[src/rtl/smb_tmo_pkg.sv]
package smb_tmo_pkg;

  // Pair of bus line levels as seen at the pins or after synchronising.
  typedef struct packed {
    logic scl;
    logic sda;
  } bus_lines_t;

  // Idle detector fires on the tick that arrives once `seen` ticks were
  // already counted and that count equals the threshold.
  function automatic logic free_hit(input logic [31:0] seen, input logic [31:0] thr);
    return seen == thr;
  endfunction

  // Low detector fires when the count reaches limit-1 before the edge;
  // a zero limit never fires.
  function automatic logic low_hit(input logic [31:0] cnt, input logic [31:0] lim);
    return (lim != 32'd0) && (cnt == lim - 32'd1);
  endfunction

endpackage

[src/rtl/smb_sync2.sv]
module smb_sync2 #(
  parameter int unsigned W = 2,
  parameter logic [W-1:0] RST_VAL = '1
) (
  input  logic         clk,
  input  logic         rst_n,
  input  logic [W-1:0] d,
  output logic [W-1:0] q
);
  for (genvar i = 0; i < W; i++) begin : g_bit
    logic meta;
    always_ff @(posedge clk) begin
      if (!rst_n) begin
        meta <= RST_VAL[i];
        q[i] <= RST_VAL[i];
      end else begin
        meta <= d[i];
        q[i] <= meta;
      end
    end
  end
endmodule

[src/rtl/smb_free_timer.sv]
module smb_free_timer
  import smb_tmo_pkg::*;
#(
  parameter int unsigned TICKS = 10
) (
  input  logic clk,
  input  logic rst_n,
  input  logic en,
  input  logic idle,
  input  logic tick,
  output logic evt
);
  localparam int unsigned CW = $clog2(TICKS + 1);

  logic [CW-1:0] cnt;
  logic          fired;
  logic          hit;

  assign hit = en && idle && tick && !fired && free_hit(32'(cnt), TICKS);

  always_ff @(posedge clk) begin
    if (!rst_n) begin
      cnt   <= '0;
      fired <= 1'b0;
      evt   <= 1'b0;
    end else begin
      evt <= hit;
      if (!en || !idle) begin
        cnt   <= '0;
        fired <= 1'b0;
      end else if (tick && !fired) begin
        if (hit) fired <= 1'b1;
        else     cnt   <= cnt + 1'b1;
      end
    end
  end
endmodule

[src/rtl/smb_low_timer.sv]
module smb_low_timer
  import smb_tmo_pkg::*;
#(
  parameter int unsigned LW = 24
) (
  input  logic          clk,
  input  logic          rst_n,
  input  logic          en,
  input  logic          scl_hi,
  input  logic [LW-1:0] limit,
  output logic          evt
);
  logic [LW-1:0] cnt;
  logic          done;
  logic          hit;

  assign hit = en && !scl_hi && !done && low_hit(32'(cnt), 32'(limit));

  always_ff @(posedge clk) begin
    if (!rst_n) begin
      cnt  <= '0;
      done <= 1'b0;
      evt  <= 1'b0;
    end else begin
      evt <= hit;
      if (!en || scl_hi) begin
        cnt  <= '0;
        done <= 1'b0;
      end else if (!done) begin
        cnt <= cnt + 1'b1;
        if (hit) done <= 1'b1;
      end
    end
  end
endmodule

[src/rtl/smb_tmo_mon.sv]
module smb_tmo_mon
  import smb_tmo_pkg::*;
#(
  parameter int unsigned FREE_TICKS = 10,
  parameter int unsigned LIMIT_W    = 24
) (
  input  logic               clk,
  input  logic               rst_n,
  input  logic               tick,
  input  logic               scl_in,
  input  logic               sda_in,
  input  logic               free_en,
  input  logic               low_en,
  input  logic [LIMIT_W-1:0] low_limit,
  input  logic               flag_clr,
  output logic               free_evt,
  output logic               stop_flag,
  output logic               irq,
  output logic               low_evt
);
  localparam int unsigned NLINES = $bits(bus_lines_t);

  bus_lines_t raw_lines;
  bus_lines_t sync_lines;
  logic       scl_s;
  logic       sda_s;
  logic       bus_idle;

  assign raw_lines = '{scl: scl_in, sda: sda_in};

  smb_sync2 #(.W(NLINES), .RST_VAL('1)) u_sync (
    .clk  (clk),
    .rst_n(rst_n),
    .d    (raw_lines),
    .q    (sync_lines)
  );

  assign scl_s    = sync_lines.scl;
  assign sda_s    = sync_lines.sda;
  assign bus_idle = scl_s && sda_s;

  smb_free_timer #(.TICKS(FREE_TICKS)) u_free (
    .clk  (clk),
    .rst_n(rst_n),
    .en   (free_en),
    .idle (bus_idle),
    .tick (tick),
    .evt  (free_evt)
  );

  smb_low_timer #(.LW(LIMIT_W)) u_low (
    .clk   (clk),
    .rst_n (rst_n),
    .en    (low_en),
    .scl_hi(scl_s),
    .limit (low_limit),
    .evt   (low_evt)
  );

  // Sticky flags: a set in the same cycle as a clear wins.
  always_ff @(posedge clk) begin
    if (!rst_n) begin
      stop_flag <= 1'b0;
      irq       <= 1'b0;
    end else begin
      stop_flag <= (stop_flag && !flag_clr) || free_evt;
      irq       <= (irq && !flag_clr) || free_evt || low_evt;
    end
  end
endmodule

[config.mk]
export PLATFORM = sky130hd
export DESIGN_NAME = smb_tmo_mon
export DESIGN_NICKNAME = d
export VERILOG_FILES = /design/src/rtl/smb_tmo_pkg.sv /design/src/rtl/smb_sync2.sv /design/src/rtl/smb_free_timer.sv /design/src/rtl/smb_low_timer.sv /design/src/rtl/smb_tmo_mon.sv
export SDC_FILE = /design/constraint.sdc
export NUM_CORES = 1
export LEC_CHECK = 0
export BUFFER_PORTS_ARGS = -buffer_cell sky130_fd_sc_hd__buf_2
export CORE_MARGIN = 3
export CORE_UTILIZATION = 57
export CTS_CLUSTER_SIZE = 8
export DETAILED_ROUTE_END_ITERATION = 10
export HOLD_SLACK_MARGIN = 0.06
export PLACE_DENSITY_LB_ADDON = 0.05
export REMOVE_ABC_BUFFERS = 1
export SYNTH_ARGS = -nofsm -noshare
export SYNTH_HDL_FRONTEND = slang
export SYNTH_HIERARCHICAL = 1
export SYNTH_SLANG_ARGS = --single-unit
[constraint.sdc]
create_clock -name clk -period 3.11 [get_ports clk]
set_clock_uncertainty 0.15 [all_clocks]
set_input_delay 0.311 -clock clk [delete_from_list [all_inputs] [get_ports clk]]
set_output_delay 0.311 -clock clk [all_outputs]
set_load 0.01 [all_outputs]
Word level (Yosys, flattened, before mapping)
Cells that the tools add are included.
- output and inout port bits: 4
- word-level logic and storage cells: 50
- flip-flop bits (word level): 38
- bits of input ports: 32
- equal/unequal tests: 2
- add/subtract/negate cells: 3
- muxes and demuxes: 2
- reductions and logical operators: 29
- bitwise logic cells: 2
- operators by type and width (kind ; count):
    24-bit by 32-bit == test with 1-bit output ; 1
    24-bit by 1-bit subtractor with 25-bit output (second input constant) ; 1
    24-bit by 1-bit adder with 24-bit output (second input constant) ; 1
    24-bit nonzero test ; 1
    1-bit logical AND ; 12
    1-bit logical NOT ; 7
    1-bit logical OR ; 5
    4-bit by 1-bit adder with 4-bit output (second input constant) ; 1
    4-bit == test (second input constant) ; 1
    2-bit AND reduction ; 2
    2-bit OR reduction ; 2
    1-bit two-way mux ; 2
    1-bit NOT ; 2

Longest topological paths before layout
Gate-level depths: netlist of run 1.
- depth after elaboration: 7
- depth in mapped cells: 8
- gate-level depth less buffers: 8

By module
The synthesis of run 1 kept the hierarchy.
- by module, submodules not included (module ; area an instance (um^2) ; cells an instance ; times used ; seq. area each (um^2)):
    smb_low_timer ; 2180.8 ; 280 ; 1 ; 520.5
    smb_free_timer ; 282.8 ; 32 ; 1 ; 120.1
    smb_sync2 ; 105.1 ; 8 ; 1 ; 80.1
    smb_tmo_mon ; 75.1 ; 7 ; 1 ; 40.0

Worst setup path after synthesis of run 1
No wires, ideal clock.
- kind: input to register
- start: input low_limit[18]
- end: register u_low.evt
- setup time: 0.088 ns
- cell stages on the path: 7
- data required time: 2.872 ns
- arrival time: 2.154 ns
- path buffers: 1
- path slack: 0.718 ns
- cells stage by stage: clkbuf_1 > or4_1 > xnor2_1 > or4b_4 > a211oi_2 > nand4_1 > nor4_2
- longest elaborated chain between the ends: 4
- elaborated cells between the ends (all ways): 5
- classes of those cells: add/sub (1); eq/ne (1); reduce/logical (3)
- ends and longest elaborated chain (what ; line ; text):
    start: declaration ; smb_tmo_mon.sv:14 ; input logic [LIMIT_W-1:0] low_limit,
    24-bit by 1-bit subtractor with 25-bit output ; smb_tmo_pkg.sv:18 ; return (lim != 32'd0) && (cnt == lim - 32'd1);
    24-bit by 32-bit == test with 1-bit output ; smb_tmo_pkg.sv:18 ;
    1-bit logical AND (*) ; smb_tmo_pkg.sv:18 ;
    1-bit logical AND (*) ; smb_low_timer.sv:17 ; assign hit = en && !scl_hi && !done && low_hit(32'(cnt), 32'(limit));
    end signal: assignment ; smb_low_timer.sv:25 ; evt <= hit;
    end: declaration ; smb_low_timer.sv:11 ; output logic evt
Every way passes the cells marked *; elsewhere a longest branch is shown, timed or not.
A chain may end at the register's enable or synchronous reset.

Final worst setup path of run 1
- start: input low_limit[0]
- end: register u_low.evt
Same word-level chain as after synthesis.

==> results.yml, run 1 <==
hold_path:
  min-delay-start: "rst_n"
  hp-class: "in2reg"
  holdPathStages: 2
clock_network:
  clk_path_buf_depth: 2
  numCtsBuffers: 5
  cts_sinks: 38
  htreeDepth: 2
  clock_latency_ns: 0.29
  clk_pin_slew_ns: 0.08
  cts_resized: 0
  cts_setup_buffers: 0
  cts_tree: "built"
  cts-root-buf: "clkbuf_8"
final_layout:
  final_cell_area_um2: 2994
  drive_gt1_frac: 0.1667
  regArea_um2: 760.7
  multi_input_area_um2: 1784
  nets: 402
  most-common-layout-cells: "dfxtp_1, buf_2, nor2_1"
  diodes: 0
  final_common_cell: "dfxtp_1"
  fillers: 394
  layoutNonFillerInstCount: 418
  layout-area-overhead-vs-synth_pct: 13.25
timing:
  rsz0062_at_grt: "false"
  slew_headroom: 0.6050
  fmax_mhz: 412.1
  post-route-period-util: 0.7803
  maxSlewViolCount: 0
  final-setup-viol-count: 0
  min_period_ns: 2.427
  tightest_slew_ns: 0.5871
  whs_ns: 0.1219
  finalSetupTns_ns: 0
  hold_violations: 0
yosys:
  synth.largest_area_cell: "dfxtp_1"
  syn_avg_cell_area_um2: 8.085
  ys_ff_latch: 38
  synth_ff_type: "dfxtp_1"
  synthSimpleGateAreaFrac: 0.3521
  synth.area.mux_share: 0.007572
  synth_xor_area_frac: 0.1590
  yosysTopAreaCellShare: 0.2877
  synth_edf_count: 0
  yosysWarnings: 6
  synth-compound-area-share: 0.1325
  synth_top_family_by_area: "simple AND/OR/NAND/NOR gates"
  ys_seq_area_frac: 0.2877
  synth.distinct_cells: 54
  synthTopCellsByArea: "dfxtp_1, xor2_1, xnor2_1, nor2_1, nand4_1"
  netlist_instances: 327
  synthAdderAreaFrac: 0.02366
  async_flop_share: 0
  synth_area_um2: 2644
global_routing:
  grt_pass1_vias: 2302
  use_met3: 0.03649
  grt_first_pass_wirelength_um: 10490
  grt_usage: 0.2447
  busiest_layer: "met2"
  met1_usage: 0.3556
  grt_max_degree: 22
  overflow: 0
  antenna_found_initial: 0
  grt_use_met2: 0.3829
die:
  start_util: 0.5989
  core-area_um2: 4414
  ios: 36
  placementRows: 24
  die_h_um: 74.11
  die_area_um2: 5492
  fp.dieW_um: 74.11
critical_path:
  worstPathRequired_ns: 3.17
  crit_start: "low_limit[0]"
  start_kind: "input port"
  cp-end-kind: "flop"
  critPathArrivalTime_ns: 2.49
  r2r_start: "u_low/done"
  crit_type: "in2reg"
  worst_r2r_path_depth: 7
  path_max_fanout: 9
place:
  portBuffers: 35
  gp_congestion: 1.012
  placed_cell_area_um2: 2879
  hpwl_um: 5135
  dp.cells: 408
power_and_ir_drop:
  p_leak_nw: 1.088
  ir_drop_uv: 300.5
  power.density_nw_per_um2: 327.7
routing:
  ant_nets: 0
  wl_per_cell_um: 15.72
  wirelength_um: 6569
  vias: 2568
  drtIter0Drc: 268
  drcViolationCount: 0
  first_pass_iters: 5
  via_per_inst: 6.144
run_status:
  outcome: "finished, final reports clean"
run:
  maxCapViolCount: 0
==> per-stage QoR <==
step / util / setup WS, ns / power (mW)
global route: 0.6783 / 0.4651 / 1.022
CTS: 0.6783 / 0.7412 / 0.9886
detailed placement: 0.6522 / 0.4177 / 0.6290
finish: 0.6783 / 0.6833 / 0.9811
floorplan: - / 0.7275 / 0.5679
global placement: 0.6522 / 0.4827 / 0.6281
==> state kept, by name (all words and copies together), names as in the netlist <==
register           count
u_free/cnt             4
u_low/evt              1
u_low/cnt             24
u_low/done             1
u_sync/g_bit.meta      2
stop_flag              1
u_free/fired           1
u_free/evt             1
u_sync/q               2
irq                    1
==> cell families (layout without fill, tap and decap cells) <==
group	after synthesis	count (layout)
AND/OR/NAND/NOR	155	155
AO/OA/AOI/OAI	55	55
XOR/XNOR	48	48
flip-flops	38	38
buffers and inverters	24	63
adder cells (fa/ha/maj)	5	5
multiplexers	2	2
==> cells in the mapped netlist, drive strengths merged (8+ instances only) <==
| cell type | n |
|---|---|
| nand4 | 15 |
| a21oi | 17 |
| dfxtp | 38 |
| inv | 11 |
| nor3 | 15 |
| xor2 | 29 |
| nand3 | 17 |
| nor2 | 32 |
| nand2b | 8 |
| xnor2 | 19 |
| o21ai | 14 |
| nor4 | 10 |
| nand2 | 14 |
| clkbuf | 11 |
==> final timing paths <==
kind	to	slack (ns)
max	u_low/evt	0.68
min	u_sync/q[0]	0.12
max reg2reg	u_low/cnt[23]	0.96
min reg2reg	u_sync/q[0]	0.25
==> critical path, stage by stage <==
cell,delay [ns]
buf_2,0.14
inv_1,0.08
ha_1,0.31
nor4b_1,0.48
nand4_1,0.21
or4b_1,0.50
o21ai_1,0.19
o211ai_1,0.13
nor4_2,0.14
==> what timing repair did <==
item,4_1_cts,5_1_grt
hold buffers,2,0
hold endpoints to repair,2,0
setup endpoints to repair,0,0
==> where the power goes <==
part | total (mW) | switching [mW] | internal, mW
clock network | 0.359 | 0.181 | 0.178
logic | 0.130 | 0.0786 | 0.0517
registers | 0.492 | 0.00193 | 0.490
total | 0.981 | 0.261 | 0.720
==> layout make-up <==
class	count	area share
Sequential cell	38	0.2541
Clock inverter	2	0.004179
Multi-Input combinational cell	265	0.5959
Clock buffer	6	0.02758
Inverter	11	0.01379
Tap cell	52	0.02173
Timing Repair Buffer	44	0.08274
==> metal layers <==
metal  up-vias  wire length [µm]
met5         -                 0
met4         0                58
met3        11               388
met2        86              2975
met1      1203              3146
li1       1268                 -
Note: power is estimated with default switching activity, not from simulation.
==> inputs of run 2 (changes only) <==
==> constraint.sdc (replaced) <==
create_clock -name clk -period 2.25 [get_ports clk]
set_clock_uncertainty 0.15 [all_clocks]
set_input_delay 0.225 -clock clk [delete_from_list [all_inputs] [get_ports clk]]
set_output_delay 0.225 -clock clk [all_outputs]
set_load 0.01 [all_outputs]
==> results.yml, run 2 (synthesized netlist as in run 1, its figures left out) <==
run_status:
  outcome: "finished, final reports clean"
critical_path:
  path_max_fanout: 4
  slowest_stage: "or4b_1"
  crit_type: "in2reg"
  worstPathRequired_ns: 2.28
  path_cells: "buf_2 > inv_1 > ha_1 > or4b_1 > nor4_2 > nand3b_1 > nand3_1 > nand4_1 > nor4_2"
  crit_path_frequent_cell: "nor4_2"
  critPathArrivalTime_ns: 2.22
  start_kind: "input port"
  cp-end-kind: "flop"
  cpPeakStageDelay_ns: 0.57
place:
  hpwl_um: 5844
  gp_congestion: 0.9420
  portBuffers: 35
power_and_ir_drop:
  total_power_mw: 1.354
  p_switching_mw: 0.3591
  power_frac_comb: 0.171
  ir_drop_uv: 365.9
  p_leak_nw: 1.285
  clockPowerShare: 0.327
  switching_share: 0.2652
  p_int_mw: 0.9952
  pwr-share-seq: 0.502
  power.density_nw_per_um2: 407.4
timing:
  post-route-period-util: 0.9711
  finalSetupTns_ns: 0
  final-setup-viol-count: 0
  fmax_mhz: 457.7
  slew_headroom: 0.6777
  maxSlewViolCount: 0
  tightest_slew_ns: 0.4790
  min_period_ns: 2.185
  hold_violations: 0
global_routing:
  grt_first_pass_wirelength_um: 11710
  grt_pass1_vias: 2516
  antenna_found_initial: 0
  grt_usage: 0.2756
  grt_max_degree: 25
  overflow: 0
die:
  die_area_um2: 5492
  core-area_um2: 4414
  fp.dieW_um: 74.11
  ios: 36
  start_util: 0.5989
  die_h_um: 74.11
  placementRows: 24
clock_network:
  numCtsBuffers: 5
  cts_setup_buffers: 0
  clk_path_buf_depth: 2
  cts_tree: "built"
  htreeDepth: 2
  cts-root-buf: "clkbuf_8"
  clk_pin_slew_ns: 0.07
  clock_latency_ns: 0.29
  cts_sinks: 38
hold_path:
  hp-class: "in2reg"
final_layout:
  largest_reg_flops: 24
  diodes: 0
  drive_gt1_frac: 0.2531
  top_register: "u_low/cnt"
  most-common-layout-cells: "buf_4, dfxtp_1, buf_2"
  layout-area-overhead-vs-synth_pct: 25.75
  final_common_cell: "buf_4"
  nets: 444
  top_regs: "u_low/cnt x24, u_free/cnt x4"
routing:
  via_per_inst: 5.987
  first_pass_iters: 5
  wirelength_um: 7370
  vias: 2748
  ant_nets: 0
  wl_per_cell_um: 16.06
  drtIter0Drc: 251
  drcViolationCount: 0
run:
  maxCapViolCount: 0
==> run 2: repair_timing <==
action / 4_1_cts / 5_1_grt
resized for setup: 1 / 3
endpoints found under the setup margin: 1 / 3
hold buffers: 5 / 0
pin swaps: 0 / 0
hold endpoints to repair: 4 / 0
==> run 2: per-layer routing <==
layer | track usage | up-vias | share of wire
li1 | - | 1350 | -
met1 | 0.3797 | 1296 | 0.45
met2 | 0.4537 | 93 | 0.48
met4 | 0.06439 | 0 | 0.0060
met5 | 0 | - | 0
met3 | 0.04324 | 9 | 0.060
==> run 2: per-stage QoR <==
stage | worst slack [ns] | cells | area [µm²] | hold WS (ns) | util
finish | 0.06504 | 459 | 3324 | 0.08561 | 0.7531
global placement | -0.2844 | 447 | 3172 | 0.2412 | 0.7185
detailed placement | -0.2749 | 447 | 3172 | 0.2428 | 0.7185
CTS | 0.005779 | 459 | 3307 | 0.08500 | 0.7492
global route | -0.01416 | 459 | 3324 | 0.09743 | 0.7531
floorplan | -0.04651 | 314 | 2586 | 0.1480 | -
==> run 2: path summary, 6_finish.rpt <==
| kind | from | to | slack [ns] | depth (start not counted) |
|---|---|---|---|---|
| worst min register to register | u_sync/g_bit[0].meta | u_sync/q[0] | 0.26 | 1 |
| worst min-delay path | tick | u_free/fired | 0.09 | 3 |
| worst max-delay path | low_limit[0] | u_low/evt | 0.07 | 9 |
| worst max register to register | u_low/cnt[21] | u_low/evt | 0.10 | 6 |
==> run 2: area by class of cell <==
type | instances | area, µm²
tap | 52 | 65.06
inverter | 11 | 41.29
multi-input combinational | 265 | 1808
timing repair buffer | 86 | 570.5
fill | 330 | 1090
sequential | 38 | 760.7
clock buffer | 5 | 68.82
clock inverter | 2 | 10.01
==> run 2: critical path, delay by kind of cell <==
family | cells | cell delay, ns
adder cells (fa/ha/maj) | 1 | 0.19
buffers and inverters | 2 | 0.20
AND/OR/NAND/NOR | 6 | 1.61
==> run 2: power groups by stage <==
stage               clock [mW]  combinational (mW)  sequential [mW]
floorplan                    0              0.0902            0.695
global placement             0               0.215            0.695
detailed placement           0               0.218            0.695
CTS                      0.447               0.227            0.680
global route             0.480               0.252            0.680
finish                   0.443               0.231            0.680
==> inputs of run 3 (changes only) <==
--- a/config.mk
+++ b/config.mk
@@ -7,7 +7,8 @@
 export LEC_CHECK = 0
 export BUFFER_PORTS_ARGS = -buffer_cell sky130_fd_sc_hd__buf_2
 export CORE_MARGIN = 3
-export CORE_UTILIZATION = 57
+export CORE_UTILIZATION = 58
+export CTS_BUF_LIST = sky130_fd_sc_hd__clkbuf_16
 export CTS_CLUSTER_SIZE = 8
 export DETAILED_ROUTE_END_ITERATION = 10
 export HOLD_SLACK_MARGIN = 0.06
==> results.yml, run 3 (synthesized netlist as in run 1, its figures left out) <==
run_status:
  outcome: "finished, final reports clean"
timing:
  min_period_ns: 2.112
  maxSlewViolCount: 0
  finalSetupTns_ns: 0
  final-setup-viol-count: 0
  rsz0062_at_grt: "true"
  fmax_mhz: 473.4
  tightest_slew_ns: 0.4024
  hold_violations: 0
  whs_ns: 0.07819
  post-route-period-util: 0.9389
  slew_headroom: 0.7248
power_and_ir_drop:
  p_leak_nw: 1.295
  power.density_nw_per_um2: 470.8
  ir_drop_uv: 477.8
global_routing:
  grt_first_pass_wirelength_um: 12040
  grt_max_degree: 24
  antenna_found_initial: 0
  overflow: 0
  grt_usage: 0.2905
  grt_pass1_vias: 2542
hold_path:
  hp-class: "in2reg"
  holdPathStages: 2
  hold_end: "u_sync/g_bit[0].meta"
  min-delay-start: "rst_n"
routing:
  drtIter0Drc: 190
  vias: 2737
  drcViolationCount: 0
  ant_nets: 0
  wirelength_um: 7596
  first_pass_iters: 5
  wl_per_cell_um: 16.81
  via_per_inst: 6.055
critical_path:
  path_max_fanout: 4
  start_kind: "flop"
  cp_top_family: "simple AND/OR/NAND/NOR gates"
  critPathArrivalTime_ns: 2.17
  cp-end-kind: "flop"
  cpPeakStageDelay_ns: 0.42
  r2r-end: "u_low/cnt[22]"
  critical_path_buf_inv_count: 0
  slowest_stage: "dfxtp_1"
  worst_r2r_path_depth: 7
  worstPathRequired_ns: 2.31
  crit_type: "reg2reg"
  path_cells: "ha_1 > nand3b_1 > nor3_2 > and3_1 > nand2_1 > or3_1 > a21oi_1"
  r2r_slack_ns: 0.14
  r2r_start: "u_low/cnt[0]"
final_layout:
  largest_reg_flops: 24
  most-common-layout-cells: "buf_4, dfxtp_1, buf_2"
  top_regs: "u_low/cnt x24, u_free/cnt x4"
  final_cell_area_um2: 3327
  top_register: "u_low/cnt"
  diodes: 0
  drive_gt1_frac: 0.2488
  finish.utilization: 0.7918
  nets: 439
  layout-area-overhead-vs-synth_pct: 25.84
  final_common_cell: "buf_4"
  layoutNonFillerInstCount: 452
place:
  dp.cells: 443
  portBuffers: 35
  placed_cell_area_um2: 3154
  hpwl_um: 5957
  gp_congestion: 0.9393
die:
  die_h_um: 73.52
  placementRows: 23
  start_util: 0.6292
  die_area_um2: 5404
  ios: 36
  fp.dieW_um: 73.52
  core-area_um2: 4202
clock_network:
  clock_latency_ns: 0.28
  numCtsBuffers: 5
  cts_setup_buffers: 0
  cts_tree: "built"
  htreeDepth: 2
  clk_path_buf_depth: 2
  clk_pin_slew_ns: 0.06
  cts-root-buf: "clkbuf_16"
  cts_sinks: 38
run:
  maxCapViolCount: 0
[run 3: area by class of cell]
cell class	count	area, µm²
clock buffer	5	125.1
clock inverter	2	10.01
fill	284	874.6
inverter	11	41.29
multi-input combinational	265	1802
sequential	38	760.7
tap	50	62.56
timing repair buffer	81	525.5
[run 3: worst max-delay path by stage]
stage / startpoint / endpoint / depth (start not counted)
2_1_floorplan: low_limit[0] / u_low/evt / 8
3_3_place_gp: low_limit[0] / u_low/evt / 9
3_5_place_dp: low_limit[0] / u_low/evt / 9
4_1_cts: u_low/cnt[0] / u_low/cnt[22] / 7
5_1_grt: u_low/cnt[0] / u_low/cnt[22] / 7
6_report: u_low/cnt[0] / u_low/cnt[22] / 7
[run 3: routing by layer]
metal	up-vias	track usage	wire length, µm
met5	-	0	0
met4	0	0.07243	123
met3	14	0.05062	464
met2	104	0.4675	3538
met1	1286	0.4018	3471
li1	1333	-	-
[run 3: what timing repair did]
action | CTS | global route
hold endpoints to repair | 2 | 0
gates resized for setup | 0 | 3
endpoints found under the setup margin | 0 | 4
hold buffers | 2 | 0
[run 3: worst register-to-register path, cell delays in order, from the launching register on]
cell,delay [ns]
dfxtp_1,0.42
ha_1,0.21
nand3b_1,0.17
nor3_2,0.29
and3_1,0.27
nand2_1,0.08
or3_1,0.32
a21oi_1,0.14
[run 3: stage by stage]
| stage | worst slack, ns | total power, mW |
|---|---|---|
| 4_1_cts | 0.05985 | 1.570 |
| 3_5_place_dp | -0.1682 | 0.9090 |
| 2_1_floorplan | -0.04651 | 0.7849 |
| 5_1_grt | -0.01509 | 1.619 |
| 3_3_place_gp | -0.2033 | 0.9035 |
| 6_report | 0.1375 | 1.566 |
[run 3: power by group]
part | switching, mW | leakage, nW | internal (mW)
Sequential | 0.00286 | 0.307 | 0.678
Clock | 0.261 | 0.0694 | 0.400
Combinational | 0.124 | 0.918 | 0.101
Total | 0.388 | 1.29 | 1.18
